## src/rtl/rn_ctrl_pkg.sv

```systemverilog
// Package: shared state encoding for the rename stall/skid controller.
// Assumes nothing beyond being compiled before the modules using it.
package rn_ctrl_pkg;
    typedef enum logic [2:0] {
        ST_IDLE    = 3'd0,
        ST_RUN     = 3'd1,
        ST_BLOCK   = 3'd2,
        ST_UNBLOCK = 3'd3,
        ST_SQUASH  = 3'd4
    } rn_state_e;
endpackage

```

## src/rtl/rn_grant_calc.sv

```systemverilog
// Module: computes the in-order slot grant for one group under the
// width, ROB, IQ and physical-register limits, plus the shifted tail.
// Assumes grp_valid is a contiguous prefix starting at slot 0.
module rn_grant_calc #(
    parameter int W  = 4,
    parameter int DW = 2,
    parameter int CW = 6
) (
    input  logic [W-1:0]    grp_valid,
    input  logic [W*DW-1:0] grp_ndst,
    input  logic [CW-1:0]   rob_free,
    input  logic [CW-1:0]   iq_free,
    input  logic [CW-1:0]   preg_free,
    output logic [W-1:0]    grant,
    output logic [W-1:0]    rem_valid,
    output logic [W*DW-1:0] rem_ndst,
    output logic            partial
);
    localparam int NW = $clog2(W + 1);

    logic [CW:0]   budget;
    logic [CW:0]   need;
    logic          halted;
    logic [NW-1:0] taken;
    int            cap;

    // Walk slots in order, granting while every limit still allows it.
    always_comb begin
        cap = W;
        if (int'(rob_free) < cap) cap = int'(rob_free);
        if (int'(iq_free) < cap)  cap = int'(iq_free);
        budget = {1'b0, preg_free};
        halted = 1'b0;
        taken  = '0;
        grant  = '0;
        need   = '0;
        for (int k = 0; k < W; k++) begin
            need = (CW + 1)'(grp_ndst[k*DW +: DW]);
            if (!halted && grp_valid[k] && (k < cap) && (need <= budget)) begin
                grant[k] = 1'b1;
                budget   = budget - need;
                taken    = taken + 1'b1;
            end else begin
                halted = 1'b1;
            end
        end
        rem_valid = grp_valid >> taken;
        rem_ndst  = grp_ndst >> (taken * DW);
        partial   = |rem_valid;
    end
endmodule

```

## src/rtl/rn_skid_fifo.sv

```systemverilog
// Module: skid FIFO of whole instruction groups (valid mask + per-slot
// destination counts) with flush and an in-place head rewrite.
// Assumes callers never push when full, never pop/rewrite when empty,
// and never push in the same cycle as a pop or rewrite.
module rn_skid_fifo #(
    parameter int W     = 4,
    parameter int DW    = 2,
    parameter int DEPTH = 4,
    localparam int PW   = (DEPTH > 1) ? $clog2(DEPTH) : 1,
    localparam int SCW  = $clog2(DEPTH + 1)
) (
    input  logic            clk,
    input  logic            rst_n,
    input  logic            flush,
    input  logic            push,
    input  logic [W-1:0]    push_valid,
    input  logic [W*DW-1:0] push_ndst,
    input  logic            pop,
    input  logic            head_wr,
    input  logic [W-1:0]    head_wr_valid,
    input  logic [W*DW-1:0] head_wr_ndst,
    output logic [W-1:0]    head_valid,
    output logic [W*DW-1:0] head_ndst,
    output logic [SCW-1:0]  count
);
    logic [W-1:0]    mem_v [DEPTH];
    logic [W*DW-1:0] mem_n [DEPTH];
    logic [PW-1:0]   rd_ptr, wr_ptr;

    // Advance a pointer with explicit wrap at DEPTH.
    function automatic logic [PW-1:0] bump(input logic [PW-1:0] p);
        return (p == PW'(DEPTH - 1)) ? '0 : p + 1'b1;
    endfunction

    // Pointer and occupancy bookkeeping, cleared by reset or flush.
    always_ff @(posedge clk) begin
        if (!rst_n || flush) begin
            rd_ptr <= '0;
            wr_ptr <= '0;
            count  <= '0;
        end else begin
            if (push) wr_ptr <= bump(wr_ptr);
            if (pop)  rd_ptr <= bump(rd_ptr);
            if (push && !pop)      count <= count + 1'b1;
            else if (pop && !push) count <= count - 1'b1;
        end
    end

    // Group storage: tail write on push, head rewrite on partial replay.
    always_ff @(posedge clk) begin
        if (push && !flush) begin
            mem_v[wr_ptr] <= push_valid;
            mem_n[wr_ptr] <= push_ndst;
        end else if (head_wr && !flush) begin
            mem_v[rd_ptr] <= head_wr_valid;
            mem_n[rd_ptr] <= head_wr_ndst;
        end
    end

    assign head_valid = mem_v[rd_ptr];
    assign head_ndst  = mem_n[rd_ptr];

    assert_no_overflow_R10: assert property (@(posedge clk) disable iff (!rst_n)
        push |-> (count < SCW'(DEPTH)));
    assert_no_push_with_pop_R10: assert property (@(posedge clk) disable iff (!rst_n)
        !(push && (pop || head_wr)));
    assert_no_underflow_R8: assert property (@(posedge clk) disable iff (!rst_n)
        (pop || head_wr) |-> (count != '0));
    assert_flush_empties_R9: assert property (@(posedge clk) disable iff (!rst_n)
        flush |=> (count == '0));
endmodule

```

## src/rtl/rn_stall_skid_ctrl.sv

```systemverilog
// Module: rename-stage flow controller. Grants slots of the live or
// replayed group, steers the Idle/Running/Blocked/Unblocking/Squashing
// state machine, queues stopped groups and stalls decode.
// Assumes live valid masks are slot-0 prefixes and that decode sends no
// valid group while Blocked with a full skid FIFO.
module rn_stall_skid_ctrl
    import rn_ctrl_pkg::*;
#(
    parameter int W          = 4,
    parameter int DW         = 2,
    parameter int CW         = 6,
    parameter int SKID_DEPTH = 4
) (
    input  logic            clk,
    input  logic            rst_n,
    input  logic [W-1:0]    grp_in_valid,
    input  logic [W*DW-1:0] grp_in_ndst,
    input  logic            issue_stall,
    input  logic            commit_stall,
    input  logic [CW-1:0]   rob_free,
    input  logic [CW-1:0]   iq_free,
    input  logic [CW-1:0]   preg_free,
    input  logic            flush_req,
    input  logic            rob_unwinding,
    output logic [W-1:0]    out_valid,
    output logic            stall_up
);
    localparam int SCW = $clog2(SKID_DEPTH + 1);

    rn_state_e       state, nxt;
    logic            any_squash, ds_stall, no_space, live_has;
    logic [W-1:0]    src_valid, grant, rem_valid, head_valid;
    logic [W*DW-1:0] src_ndst, rem_ndst, head_ndst;
    logic            partial;
    logic            push, pop, head_wr, flush, use_rem;
    logic [SCW-1:0]  skid_cnt;

    assign any_squash = flush_req | rob_unwinding;
    assign ds_stall   = issue_stall | commit_stall;
    assign no_space   = (rob_free == '0) || (iq_free == '0);
    assign live_has   = |grp_in_valid;

    // Group source: FIFO head while replaying, decode otherwise.
    assign src_valid = (state == ST_UNBLOCK) ? head_valid : grp_in_valid;
    assign src_ndst  = (state == ST_UNBLOCK) ? head_ndst  : grp_in_ndst;

    rn_grant_calc #(.W(W), .DW(DW), .CW(CW)) u_grant (
        .grp_valid (src_valid),
        .grp_ndst  (src_ndst),
        .rob_free  (rob_free),
        .iq_free   (iq_free),
        .preg_free (preg_free),
        .grant     (grant),
        .rem_valid (rem_valid),
        .rem_ndst  (rem_ndst),
        .partial   (partial)
    );

    rn_skid_fifo #(.W(W), .DW(DW), .DEPTH(SKID_DEPTH)) u_skid (
        .clk           (clk),
        .rst_n         (rst_n),
        .flush         (flush),
        .push          (push),
        .push_valid    (use_rem ? rem_valid : grp_in_valid),
        .push_ndst     (use_rem ? rem_ndst  : grp_in_ndst),
        .pop           (pop),
        .head_wr       (head_wr),
        .head_wr_valid (rem_valid),
        .head_wr_ndst  (rem_ndst),
        .head_valid    (head_valid),
        .head_ndst     (head_ndst),
        .count         (skid_cnt)
    );

    // Next-state, grant and FIFO-control decision for this cycle.
    always_comb begin
        nxt       = state;
        out_valid = '0;
        push      = 1'b0;
        pop       = 1'b0;
        head_wr   = 1'b0;
        flush     = 1'b0;
        use_rem   = 1'b0;
        if (any_squash) begin
            flush = 1'b1;
            nxt   = ST_SQUASH;
        end else begin
            case (state)
                ST_IDLE, ST_RUN: begin
                    if (ds_stall) begin
                        push = live_has;
                        nxt  = ST_BLOCK;
                    end else if (live_has) begin
                        if (no_space) begin
                            push = 1'b1;
                            nxt  = ST_BLOCK;
                        end else begin
                            out_valid = grant;
                            if (partial) begin
                                push    = 1'b1;
                                use_rem = 1'b1;
                                nxt     = ST_BLOCK;
                            end else begin
                                nxt = ST_RUN;
                            end
                        end
                    end
                end
                ST_BLOCK: begin
                    push = live_has;
                    if (!ds_stall && !no_space)
                        nxt = (skid_cnt == '0 && !live_has) ? ST_RUN : ST_UNBLOCK;
                end
                ST_UNBLOCK: begin
                    if (ds_stall || no_space) begin
                        nxt = ST_BLOCK;
                    end else begin
                        out_valid = grant;
                        if (partial) begin
                            head_wr = 1'b1;
                            nxt     = ST_BLOCK;
                        end else begin
                            pop = 1'b1;
                            nxt = (skid_cnt == SCW'(1)) ? ST_RUN : ST_UNBLOCK;
                        end
                    end
                end
                default: nxt = ST_RUN;
            endcase
        end
    end

    // State register with synchronous active-low reset.
    always_ff @(posedge clk) begin
        if (!rst_n) state <= ST_IDLE;
        else        state <= nxt;
    end

    assign stall_up = (state == ST_BLOCK) || (state == ST_UNBLOCK);

    assert_grant_prefix_R2: assert property (@(posedge clk) disable iff (!rst_n)
        (out_valid & (out_valid + 1'b1)) == '0);
    assert_grant_rob_iq_R2: assert property (@(posedge clk) disable iff (!rst_n)
        ($countones(out_valid) <= int'(rob_free)) && ($countones(out_valid) <= int'(iq_free)));
    assert_no_space_no_grant_R4: assert property (@(posedge clk) disable iff (!rst_n)
        no_space |-> (out_valid == '0));
    assert_ds_stall_no_grant_R5: assert property (@(posedge clk) disable iff (!rst_n)
        ds_stall |-> (out_valid == '0));
    assert_blocked_holds_stall_R7: assert property (@(posedge clk) disable iff (!rst_n)
        (stall_up && ds_stall && !any_squash) |=> stall_up);
    assert_squash_quiet_R9: assert property (@(posedge clk) disable iff (!rst_n)
        any_squash |=> (!stall_up && out_valid == '0));
    assert_input_prefix_R2: assert property (@(posedge clk) disable iff (!rst_n)
        (grp_in_valid & (grp_in_valid + 1'b1)) == '0);
endmodule

```

## config.mk

```make
export PLATFORM = sky130hd
export DESIGN_NAME = rn_stall_skid_ctrl
export DESIGN_NICKNAME = d
export VERILOG_FILES = /design/src/rtl/rn_ctrl_pkg.sv /design/src/rtl/rn_grant_calc.sv /design/src/rtl/rn_skid_fifo.sv /design/src/rtl/rn_stall_skid_ctrl.sv
export SDC_FILE = /design/constraint.sdc
export NUM_CORES = 1
export LEC_CHECK = 0
export ABC_AREA = 1
export BUFFER_PORTS_ARGS = -buffer_cell sky130_fd_sc_hd__buf_2
export CORE_ASPECT_RATIO = 2
export CORE_UTILIZATION = 65
export CTS_CLUSTER_SIZE = 10
export DETAILED_ROUTE_END_ITERATION = 12
export HOLD_SLACK_MARGIN = 0.03
export PLACE_DENSITY = 0.85
export RECOVER_POWER = 50
export SLEW_MARGIN = 20
export SYNTH_ARGS = -nofsm -noshare
export SYNTH_HDL_FRONTEND = slang
export SYNTH_SLANG_ARGS = --single-unit
```

## constraint.sdc

```tcl
create_clock -name clk -period 15.4 [get_ports clk]
set_input_delay 0.77 -clock clk [delete_from_list [all_inputs] [get_ports clk]]
set_output_delay 0.77 -clock clk [all_outputs]
set_load 0.02 [all_outputs]
```

==> summary.json, run 1 <==
{
  "multi_input_area": {"value": 2402, "unit": "um2"},
  "place.port_buffers": {"value": 40},
  "clock_insertion_delay_worst_skew": {"value": 330, "unit": "ps"},
  "path_class": {"value": "flop to flop"},
  "detailedPlacementHpwl": {"value": 8668, "unit": "um"},
  "height_of_the_chip": {"value": 119.9, "unit": "um"},
  "timing.hold.worst.start": {"value": "u_skid.rd_ptr[1]"},
  "post_cts_buffers": {"value": 0},
  "min-delay-path-class": {"value": "flop to flop"},
  "seq_area_frac_synth": {"value": 37.23, "unit": "%"},
  "antenna_found_initial": {"value": 0},
  "dr_total_vias": {"value": 4095},
  "rsz0062_at_grt": {"value": "no"},
  "totalNegativeSetupSlack": {"value": 0, "unit": "ps"},
  "floorplan.rows": {"value": 42},
  "power.density": {"value": 94.17, "unit": "nW/um2"},
  "share_of_total_power_consumed_by_net_switching": {"value": 28.77, "unit": "%"},
  "timing.slew.headroom": {"value": 25.44, "unit": "%"},
  "worst-r2r-cell-count": {"value": 50},
  "yosys-mux-area-fraction": {"value": 0, "unit": "%"},
  "layout.cell_area.non_filler": {"value": 4987, "unit": "um2"},
  "timing_max_transition_violations_final": {"value": 0},
  "setup_viol": {"value": 0},
  "num-fill-cells": {"value": 512},
  "core": {"value": 6674, "unit": "um2"},
  "die-width": {"value": 60.95, "unit": "um"},
  "run_status": {"value": "completed"},
  "synth_adder_area_share": {"value": 6.704, "unit": "%"},
  "die_area": {"value": 7307, "unit": "um2"},
  "worst_path_slowest_cell": {"value": "clkbuf_1"},
  "simple_gate_share_of_the_synthesized_area": {"value": 33.49, "unit": "%"},
  "antenna_cell_count": {"value": 0},
  "total_of_max_cap_violations": {"value": 0},
  "yosys_warnings": {"value": 0},
  "p_int": {"value": 334.6, "unit": "uW"},
  "area.sequential": {"value": 1682, "unit": "um2"},
  "met3_wirelength": {"value": 431, "unit": "um"},
  "worstHoldPathCells": {"value": 2},
  "htree_num_levels": {"value": 3},
  "design.portCount": {"value": 41},
  "placedCellCount": {"value": 700},
  "totalPowerFinal": {"value": 469.7, "unit": "uW"},
  "postCtsHoldBufs": {"value": 0},
  "sequential_cell_fraction_of_total_power": {"value": 38.1, "unit": "%"},
  "worst-slew-pin-transition": {"value": 1114, "unit": "ps"},
  "synth.avg_cell_area": {"value": 7.774, "unit": "um2"},
  "total_leakage_power": {"value": 2.227, "unit": "nW"},
  "cp.arrival": {"value": 11210, "unit": "ps"},
  "category_of_the_worst_setup_path_launch_point": {"value": "flop"},
  "cts_resized": {"value": 0},
  "cp-end-kind": {"value": "flop"},
  "timing.clock.skew": {"value": 6.291, "unit": "ps"},
  "routed_wirelength": {"value": 10980, "unit": "um"},
  "max-clock-path-buffers": {"value": 2},
  "global_route.usage.total": {"value": 33.41, "unit": "%"},
  "drive_gt1_share": {"value": 18.15, "unit": "%"},
  "place_congestion": {"value": 0.9001},
  "wl_per_cell": {"value": 15.33, "unit": "um"},
  "post-route-min-period": {"value": 11100, "unit": "ps"},
  "detailed_place.area": {"value": 4770, "unit": "um2"},
  "route.detailed.vias_per_inst": {"value": 5.719},
  "final_net_count": {"value": 682},
  "grt_max_degree": {"value": 26},
  "tritoncts": {"value": "yes"},
  "finalCritPeriodShare": {"value": 72.06, "unit": "%"},
  "synthesis.instances": {"value": 581},
  "main_combinational_cell_family_by_area_after_synthesis": {"value": "simple AND/OR/NAND/NOR gates"},
  "synthXorXnorAreaFrac": {"value": 1.939, "unit": "%"},
  "grt_pass1_wl": {"value": 18000, "unit": "um"},
  "antenna_left": {"value": 0},
  "ys_seq_elements": {"value": 60},
  "area_delta_synth_final": {"value": 10.42, "unit": "%"},
  "clock_power_share": {"value": 41.1, "unit": "%"},
  "synth_compound_gate_area_share": {"value": 12.49, "unit": "%"},
  "finish.cell_count_without_fillers": {"value": 716},
  "initial_utilization": {"value": 67.68, "unit": "%"},
  "drc_errors": {"value": 0},
  "netlist-cell-type-count": {"value": 50},
  "ir_worst_vdd": {"value": 69.38, "unit": "uV"},
  "timing_hold_violations_final": {"value": 0},
  "critical-path-top-cell-by-count": {"value": "nand2_1"},
  "rrSetupSlack": {"value": 4300, "unit": "ps"},
  "slowest_delay": {"value": 760, "unit": "ps"},
  "clock-root-buffer": {"value": "clkbuf_16"},
  "finalWorstSetupSlack": {"value": 4303, "unit": "ps"},
  "hold_end": {"value": "u_skid.rd_ptr[1]"},
  "m1WireLength": {"value": 3811, "unit": "um"},
  "grt_overflow_total": {"value": 0},
  "drt-pass1-iter-count": {"value": 8},
  "netSwitchingPower": {"value": 135.1, "unit": "uW"},
  "cp_max_fo": {"value": 25},
  "worstPathRequired": {"value": 15510, "unit": "ps"},
  "clkSlewWorstSetupHoldPaths": {"value": 50, "unit": "ps"},
  "fmaxAchievable": {"value": 0.09012, "unit": "GHz"},
  "dr_wl_met2": {"value": 6280, "unit": "um"},
  "numCtsBuffers": {"value": 9},
  "synth_fp_nets": {"value": 640},
  "worst_slack_placed": {"value": 6812, "unit": "ps"},
  "first_global_vias": {"value": 4086},
  "rr_endpoint": {"value": "u_skid.mem_v[3][3]"},
  "synthesis.area": {"value": 4517, "unit": "um2"},
  "drt_first_iter_violations": {"value": 256},
  "highest_routed_metal_layer": {"value": "met4"},
  "cts_num_sinks": {"value": 60},
  "power_frac_comb": {"value": 20.8, "unit": "%"}
}
## power groups by stage
stage / sequential [mW] / combinational, mW / clock, mW
global placement: 0.182 / 0.0959 / 0
CTS: 0.179 / 0.0995 / 0.193
finish: 0.179 / 0.0975 / 0.193
detailed placement: 0.182 / 0.0990 / 0
global route: 0.179 / 0.108 / 0.200
floorplan: 0.182 / 0.0765 / 0
## logic make-up after synthesis
group	after synthesis
AO/OA/AOI/OAI	93
XOR/XNOR	10
adder cells (fa/ha/maj)	23
buffers and inverters	88
flip-flops	60
other	1
AND/OR/NAND/NOR	306
## stage by stage
step	utilization, %	hold WS (ps)
after global routing	74.73	548.9
final	74.73	511.6
after detailed placement	71.47	493.6
after global placement	71.47	474.9
after CTS	75.85	504.4
after floorplan	-	451.8
## worst max-delay path: cells and delay by family, from the launching register on
family | cells | cell delay [ps]
simple gates | 24 | 3710
compound gates | 13 | 3110
buf+inv | 9 | 2580
fa+ha+maj | 4 | 1150
flops | 1 | 300
## synth_stat cells, drive strengths merged
library cell,instances,share of area [%]
edfxtp,48,32
clkinv,1,0.083
nor4,1,0.14
fa,2,0.89
nand4,9,1.2
nor2,71,6.6
conb,1,0.083
inv,76,6.4
nand3b,2,0.42
a211oi,2,0.61
a311oi,1,0.19
a22oi,3,0.50
a21oi,20,2.5
o21bai,1,0.17
a31oi,2,0.28
nand2,164,16
buf,4,1.0
dfxtp,12,5.3
xnor2,2,0.39
o221a,1,0.25
a32o,4,0.89
ha,21,5.8
o311ai,1,0.19
o22ai,5,0.69
a2111oi,1,0.19
o211ai,1,0.17
o21ai,51,5.9
and2,1,0.14
xor2,8,1.6
or2,2,0.33
clkbuf,7,0.58
nand3,51,7.3
nor3,5,0.89
## registers in the layout, indices dropped and copies added (netlist names), named ones only
signal,count
u_skid.mem_n,32
u_skid.mem_v,16
state,3
u_skid.count,3
u_skid.rd_ptr,2
u_skid.wr_ptr,2
## how the worst max path moves through the flow
stage / start / to / slack, ps / cells past startpoint
6_report: flop / u_skid.mem_v[3][3] / 4300 / 50
5_1_grt: flop / u_skid.mem_v[3][3] / 2980 / 52
4_1_cts: flop / u_skid.mem_n[2][2] / 6750 / 51
3_5_place_dp: flop / u_skid.mem_n[2][2] / 6810 / 51
3_3_place_gp: flop / u_skid.mem_n[3][2] / 7090 / 51
2_1_floorplan: flop / u_skid.mem_n[2][0] / 7700 / 48
## per-layer routing
metal / up-vias / track usage, %
li1: 2016 / -
met1: 1896 / 31.96
met2: 145 / 61.20
met3: 38 / 6.250
met4: 0 / 20.31
met5: - / 0
## cells in the final DEF (no fill, tap or decap), types with 3 or more instances in the layout
master,Yosys,layout
nand4_1,9,9
nor2_2,7,7
clkinv_2,0,3
o21ai_1,11,5
o21ai_2,3,3
a32o_1,4,4
o22ai_1,5,5
nor2_1,62,62
nand3_2,5,4
clkbuf_16,0,9
edfxtp_1,48,48
ha_1,21,21
a22oi_1,3,3
inv_2,10,8
o21ai_0,37,43
nand2_1,134,142
clkinvlp_4,0,3
nand2_2,20,16
nand3_1,42,44
inv_1,65,67
a21oi_1,19,20
xor2_1,8,8
nand3_4,4,3
buf_2,0,39
dfxtp_1,12,12
nand2_4,10,6
nor3_2,3,3
## cell type report
class	count	share of cell area (%)
Clock buffer	9	4.516
Clock inverter	7	1.355
Inverter	77	5.820
Multi-Input combinational cell	433	48.17
Sequential cell	60	33.72
Tap cell	88	2.208
Timing Repair Buffer	42	4.215
Power figures use the tool's default switching activity.
==> run 2: changes to the inputs <==
--- a/config.mk
+++ b/config.mk
@@ -8,11 +8,11 @@
 export ABC_AREA = 1
 export BUFFER_PORTS_ARGS = -buffer_cell sky130_fd_sc_hd__buf_2
 export CORE_ASPECT_RATIO = 2
-export CORE_UTILIZATION = 65
+export CORE_UTILIZATION = 55
 export CTS_CLUSTER_SIZE = 10
 export DETAILED_ROUTE_END_ITERATION = 12
 export HOLD_SLACK_MARGIN = 0.03
-export PLACE_DENSITY = 0.85
+export PLACE_DENSITY = 0.77
 export RECOVER_POWER = 50
 export SLEW_MARGIN = 20
 export SYNTH_ARGS = -nofsm -noshare
==> constraint.sdc (replaced) <==
create_clock -name clk -period 8.95 [get_ports clk]
set_input_delay 0.4475 -clock clk [delete_from_list [all_inputs] [get_ports clk]]
set_output_delay 0.4475 -clock clk [all_outputs]
set_load 0.02 [all_outputs]
==> summary.json, run 2 (synthesis gave the netlist of run 1 again) <==
{
  "timing.hold.worst.start": {"value": "flush_req"},
  "antenna_left": {"value": 0},
  "initial_utilization": {"value": 56.87, "unit": "%"},
  "cts_num_sinks": {"value": 60},
  "highest_routed_metal_layer": {"value": "met4"},
  "timing_max_transition_violations_final": {"value": 0},
  "setup_viol": {"value": 0},
  "fmaxAchievable": {"value": 0.1247, "unit": "GHz"},
  "route.detailed.vias_per_inst": {"value": 5.576},
  "rsz0062_at_grt": {"value": "no"},
  "core_util_final": {"value": 64.63, "unit": "%"},
  "routed_wirelength": {"value": 11160, "unit": "um"},
  "min-delay-path-class": {"value": "input pin to flop"},
  "numCtsBuffers": {"value": 9},
  "cp_max_fo": {"value": 14},
  "post-route-min-period": {"value": 8019, "unit": "ps"},
  "timing.clock.skew": {"value": 3.984, "unit": "ps"},
  "cp-end-kind": {"value": "flop"},
  "dr_total_vias": {"value": 4065},
  "total_of_max_cap_violations": {"value": 0},
  "place.port_buffers": {"value": 40},
  "detailedPlacementHpwl": {"value": 8762, "unit": "um"},
  "area_delta_synth_final": {"value": 13.66, "unit": "%"},
  "design.portCount": {"value": 41},
  "tritoncts": {"value": "yes"},
  "path_class": {"value": "flop to flop"},
  "slowest_delay": {"value": 440, "unit": "ps"},
  "grt_pass1_wl": {"value": 18290, "unit": "um"},
  "antenna_found_initial": {"value": 0},
  "finalCritPeriodShare": {"value": 89.59, "unit": "%"},
  "clock-root-buffer": {"value": "clkbuf_16"},
  "floorplan.rows": {"value": 46},
  "m1WireLength": {"value": 4024, "unit": "um"},
  "timing.slew.headroom": {"value": 60.77, "unit": "%"},
  "flip_flop_count_of_the_largest_register_after_layout": {"value": 32},
  "layout_top_registers": {"value": "u_skid.mem_n: 32 flops, u_skid.mem_v: 16 flops"},
  "wl_per_cell": {"value": 15.31, "unit": "um"},
  "grt_overflow_total": {"value": 0},
  "most_common_library_cell_in_the_layout_ignoring_fill_and_taps": {"value": "nand2_1"},
  "drive_gt1_share": {"value": 20.85, "unit": "%"},
  "clock_insertion_delay_worst_skew": {"value": 330, "unit": "ps"},
  "totalNegativeSetupSlack": {"value": 0, "unit": "ps"},
  "dr_wl_met2": {"value": 6334, "unit": "um"},
  "htree_num_levels": {"value": 3},
  "worst-slew-pin-transition": {"value": 583.1, "unit": "ps"},
  "antenna_cell_count": {"value": 0},
  "ir_worst_vdd": {"value": 102.4, "unit": "uV"},
  "totalPowerFinal": {"value": 843.4, "unit": "uW"},
  "power.density": {"value": 164.3, "unit": "nW/um2"},
  "worstPathRequired": {"value": 9030, "unit": "ps"},
  "first_global_vias": {"value": 4113},
  "grt_max_degree": {"value": 25},
  "drc_errors": {"value": 0},
  "most-common-layout-cells": {"value": "nand2_1, inv_1, nor2_1"},
  "max-clock-path-buffers": {"value": 2},
  "die-width": {"value": 66.08, "unit": "um"},
  "cp.arrival": {"value": 8100, "unit": "ps"},
  "global_route.usage.total": {"value": 28.38, "unit": "%"},
  "max_flop_register": {"value": "u_skid.mem_n"},
  "clkSlewWorstSetupHoldPaths": {"value": 50, "unit": "ps"},
  "height_of_the_chip": {"value": 130.2, "unit": "um"},
  "run_status": {"value": "completed"},
  "worst_path_slowest_cell": {"value": "o21ai_0"},
  "drt-pass1-iter-count": {"value": 7},
  "place_congestion": {"value": 0.9105},
  "core": {"value": 7943, "unit": "um2"},
  "total_leakage_power": {"value": 2.283, "unit": "nW"},
  "die_area": {"value": 8601, "unit": "um2"},
  "drt_first_iter_violations": {"value": 276},
  "timing_hold_violations_final": {"value": 0},
  "final_net_count": {"value": 687},
  "category_of_the_worst_setup_path_launch_point": {"value": "flop"},
  "worst_setup_path_startpoint": {"value": "state[2]"},
  "met3_wirelength": {"value": 328, "unit": "um"},
  "worst_r2r_startpoint": {"value": "state[2]"}
}
## run 2: what timing repair did
action                     in CTS  in global routing
setup endpoints to repair       0                  3
setup buffers                   0                  0
hold buffers                    0                  0
gates resized for setup         0                  6
## run 2: metrics by stage
| stage | instances | cell area [um2] | setup WS [ps] | hold slack (ps) |
|---|---|---|---|---|
| 6_report | 729 | 5134 | 931.5 | 339.8 |
| 2_1_floorplan | 581 | 4517 | 1245 | 451.8 |
| 3_3_place_gp | 713 | 4817 | 1177 | 470.6 |
| 4_1_cts | 729 | 5134 | 756.6 | 342.1 |
| 3_5_place_dp | 713 | 4817 | 848.7 | 485.0 |
| 5_1_grt | 729 | 5134 | 21.97 | 378.3 |
## run 2: power by group
part	switching, mW	leakage [nW]	total (mW)	internal (mW)
Combinational	0.114	1.60	0.172	0.0582
Clock	0.122	0.155	0.364	0.242
Sequential	0.00160	0.531	0.308	0.306
Total	0.237	2.28	0.843	0.607
## run 2: layout make-up
class | count | area [um2]
Clock inverter | 7 | 91.34
Sequential cell | 60 | 1682
Timing Repair Buffer | 47 | 251.5
Inverter | 77 | 295.3
Fill cell | 706 | 2809
Clock buffer | 9 | 225.2
Multi-Input combinational cell | 433 | 2469
Tap cell | 96 | 120.1
## run 2: final timing paths
| kind | end | slack (ps) | cells after the start |
|---|---|---|---|
| max | u_skid.mem_v[2][0] | 930 | 48 |
| min | state[2] | 340 | 3 |
| max reg2reg | u_skid.mem_v[2][0] | 930 | 48 |
| min reg2reg | u_skid.rd_ptr[1] | 500 | 2 |
## run 2: routing by layer
layer | vias up | global-route usage [%]
met1 | 1877 | 26.42
met2 | 126 | 55.88
met5 | - | 0
li1 | 2033 | -
met3 | 29 | 4.021
met4 | 0 | 16.02
## run 2: worst max-delay path: cells and delay by family (launching register included)
kind	cells	cell delay (ps)
buffers and inverters	7	990
AND/OR/NAND/NOR	26	3170
AO/OA/AOI/OAI	11	2150
adder cells (fa/ha/maj)	4	1010
flip-flops	1	390
==> run 3: changes to the inputs <==
--- a/config.mk
+++ b/config.mk
@@ -13,7 +13,6 @@
 export DETAILED_ROUTE_END_ITERATION = 12
 export HOLD_SLACK_MARGIN = 0.03
 export PLACE_DENSITY = 0.77
-export RECOVER_POWER = 50
 export SLEW_MARGIN = 20
 export SYNTH_ARGS = -nofsm -noshare
 export SYNTH_HDL_FRONTEND = slang
==> summary.json, run 3 (synthesis gave the netlist of run 1 again) <==
{
  "detailed_place.area": {"value": 4817, "unit": "um2"},
  "worst-slew-pin-transition": {"value": 584.1, "unit": "ps"},
  "cts_num_sinks": {"value": 60},
  "cp-end-kind": {"value": "flop"},
  "total_of_max_cap_violations": {"value": 0},
  "run_status": {"value": "completed"},
  "initial_utilization": {"value": 56.87, "unit": "%"},
  "grt_pass1_wl": {"value": 18290, "unit": "um"},
  "timing.slew.headroom": {"value": 60.70, "unit": "%"},
  "place_congestion": {"value": 0.9105},
  "clock_insertion_delay_worst_skew": {"value": 330, "unit": "ps"},
  "die_area": {"value": 8601, "unit": "um2"},
  "floorplan.rows": {"value": 46},
  "final_net_count": {"value": 687},
  "layout_top_registers": {"value": "u_skid.mem_n: 32 flops, u_skid.mem_v: 16 flops"},
  "timing_max_transition_violations_final": {"value": 0},
  "global_route.usage.total": {"value": 28.38, "unit": "%"},
  "most-common-layout-cells": {"value": "nand2_1, inv_1, nor2_1"},
  "max-clock-path-buffers": {"value": 2},
  "antenna_found_initial": {"value": 0},
  "area_delta_synth_final": {"value": 13.88, "unit": "%"},
  "worstPathRequired": {"value": 9160, "unit": "ps"},
  "die-width": {"value": 66.08, "unit": "um"},
  "place.port_buffers": {"value": 40},
  "flip_flop_count_of_the_largest_register_after_layout": {"value": 32},
  "post_cts_buffers": {"value": 0},
  "most_common_library_cell_in_the_layout_ignoring_fill_and_taps": {"value": "nand2_1"},
  "drive_gt1_share": {"value": 21.64, "unit": "%"},
  "worst_hold_check_slack": {"value": 344.0, "unit": "ps"},
  "design.portCount": {"value": 41},
  "detailedPlacementHpwl": {"value": 8762, "unit": "um"},
  "category_of_the_worst_setup_path_launch_point": {"value": "flop"},
  "finish.cell_count_without_fillers": {"value": 729},
  "route.detailed.vias_per_inst": {"value": 5.546},
  "worst_slack_placed": {"value": 848.7, "unit": "ps"},
  "cpLargestDelayFamily": {"value": "simple AND/OR/NAND/NOR gates"},
  "cp.arrival": {"value": 8170, "unit": "ps"},
  "max_flop_register": {"value": "u_skid.mem_n"},
  "numCtsBuffers": {"value": 9},
  "timing.clock.skew": {"value": 4.489, "unit": "ps"},
  "grt_max_degree": {"value": 25},
  "grt_overflow_total": {"value": 0},
  "tritoncts": {"value": "yes"},
  "fmaxAchievable": {"value": 0.1255, "unit": "GHz"},
  "drt-pass1-iter-count": {"value": 7},
  "min-delay-path-class": {"value": "input pin to flop"},
  "layout.cell_area.non_filler": {"value": 5144, "unit": "um2"},
  "routed_wirelength": {"value": 11110, "unit": "um"},
  "height_of_the_chip": {"value": 130.2, "unit": "um"},
  "setup_viol": {"value": 0},
  "timing_hold_violations_final": {"value": 0},
  "clock-root-buffer": {"value": "clkbuf_16"},
  "placedCellCount": {"value": 713},
  "core": {"value": 7943, "unit": "um2"},
  "finalWorstSetupSlack": {"value": 982.5, "unit": "ps"},
  "drc_errors": {"value": 0},
  "antenna_cell_count": {"value": 0},
  "power.density": {"value": 164.1, "unit": "nW/um2"},
  "slowest_delay": {"value": 390, "unit": "ps"},
  "finalCritPeriodShare": {"value": 89.02, "unit": "%"},
  "drt_first_iter_violations": {"value": 286},
  "cp_max_fo": {"value": 14},
  "htree_num_levels": {"value": 3},
  "post-route-min-period": {"value": 7967, "unit": "ps"},
  "path_buf_inv": {"value": 7},
  "num-fill-cells": {"value": 703},
  "dr_total_vias": {"value": 4043},
  "clkSlewWorstSetupHoldPaths": {"value": 50, "unit": "ps"},
  "worst_path_slowest_cell": {"value": "dfxtp_1"},
  "ir_worst_vdd": {"value": 100.8, "unit": "uV"},
  "first_global_vias": {"value": 4113},
  "total_leakage_power": {"value": 2.290, "unit": "nW"},
  "antenna_left": {"value": 0},
  "path_class": {"value": "flop to flop"},
  "wl_per_cell": {"value": 15.24, "unit": "um"}
}
run 3: cell types whose count changed in the layout (fill, tap and decap cells not counted):
cell      change
o21ai_0       -7
o21ai_1       +6
nand2_1       -2
nand2_2       +2
buf_2         +1
clkbuf_1      -1
inv_1         -1
inv_2         +1
o21ai_2       +1
run 3: final timing paths:
kind | cells after the start | end | slack [ps] | from
hold reg to reg | 2 | u_skid.rd_ptr[1] | 500 | u_skid.rd_ptr[1]
setup reg to reg | 54 | u_skid.count[2] | 980 | state[2]
setup / recovery | 54 | u_skid.count[2] | 980 | state[2]
hold / removal | 3 | state[2] | 340 | flush_req
run 3: cell type report:
class | instances | area [um2] | share of cell area, %
Tap cell | 96 | 120.1 | 2.335
Inverter | 77 | 295.3 | 5.741
Sequential cell | 60 | 1682 | 32.69
Multi-Input combinational cell | 433 | 2477 | 48.16
Clock inverter | 7 | 91.34 | 1.776
Timing Repair Buffer | 47 | 252.7 | 4.914
Clock buffer | 9 | 225.2 | 4.378
run 3: tightest hold or removal path: stages:
cell and delay [ps]:
buf_2 70, nor2_1 40, nor2_1 70
run 3: what timing repair did:
action	4_1_cts	5_1_grt
setup endpoints to repair	0	3
hold buffers	0	0
gates resized for setup	0	6
run 3: metrics by stage:
step / utilization (%) / total power [mW] / setup TNS, ps
after CTS: 64.63 / 0.8427 / 0
after global placement: 60.65 / 0.4785 / 0
final: 64.76 / 0.8443 / 0
after floorplan: - / 0.4446 / 0
after global routing: 64.76 / 0.8787 / -2.397
after detailed placement: 60.65 / 0.4836 / 0
run 3: power by group:
group,total [mW],switching (mW),leakage [nW],internal (mW)
clock network,0.363,0.121,0.155,0.242
logic,0.173,0.115,1.60,0.0587
registers,0.308,0.00160,0.531,0.306
run 3: metal layers:
| layer | part of all wire [%] | vias up | global-route usage, % |
|---|---|---|---|
| li1 | - | 2034 | - |
| met1 | 36 | 1870 | 26.42 |
| met2 | 57 | 108 | 55.88 |
| met3 | 3.0 | 31 | 4.021 |
| met4 | 4.0 | 0 | 16.02 |
| met5 | 0 | - | 0 |
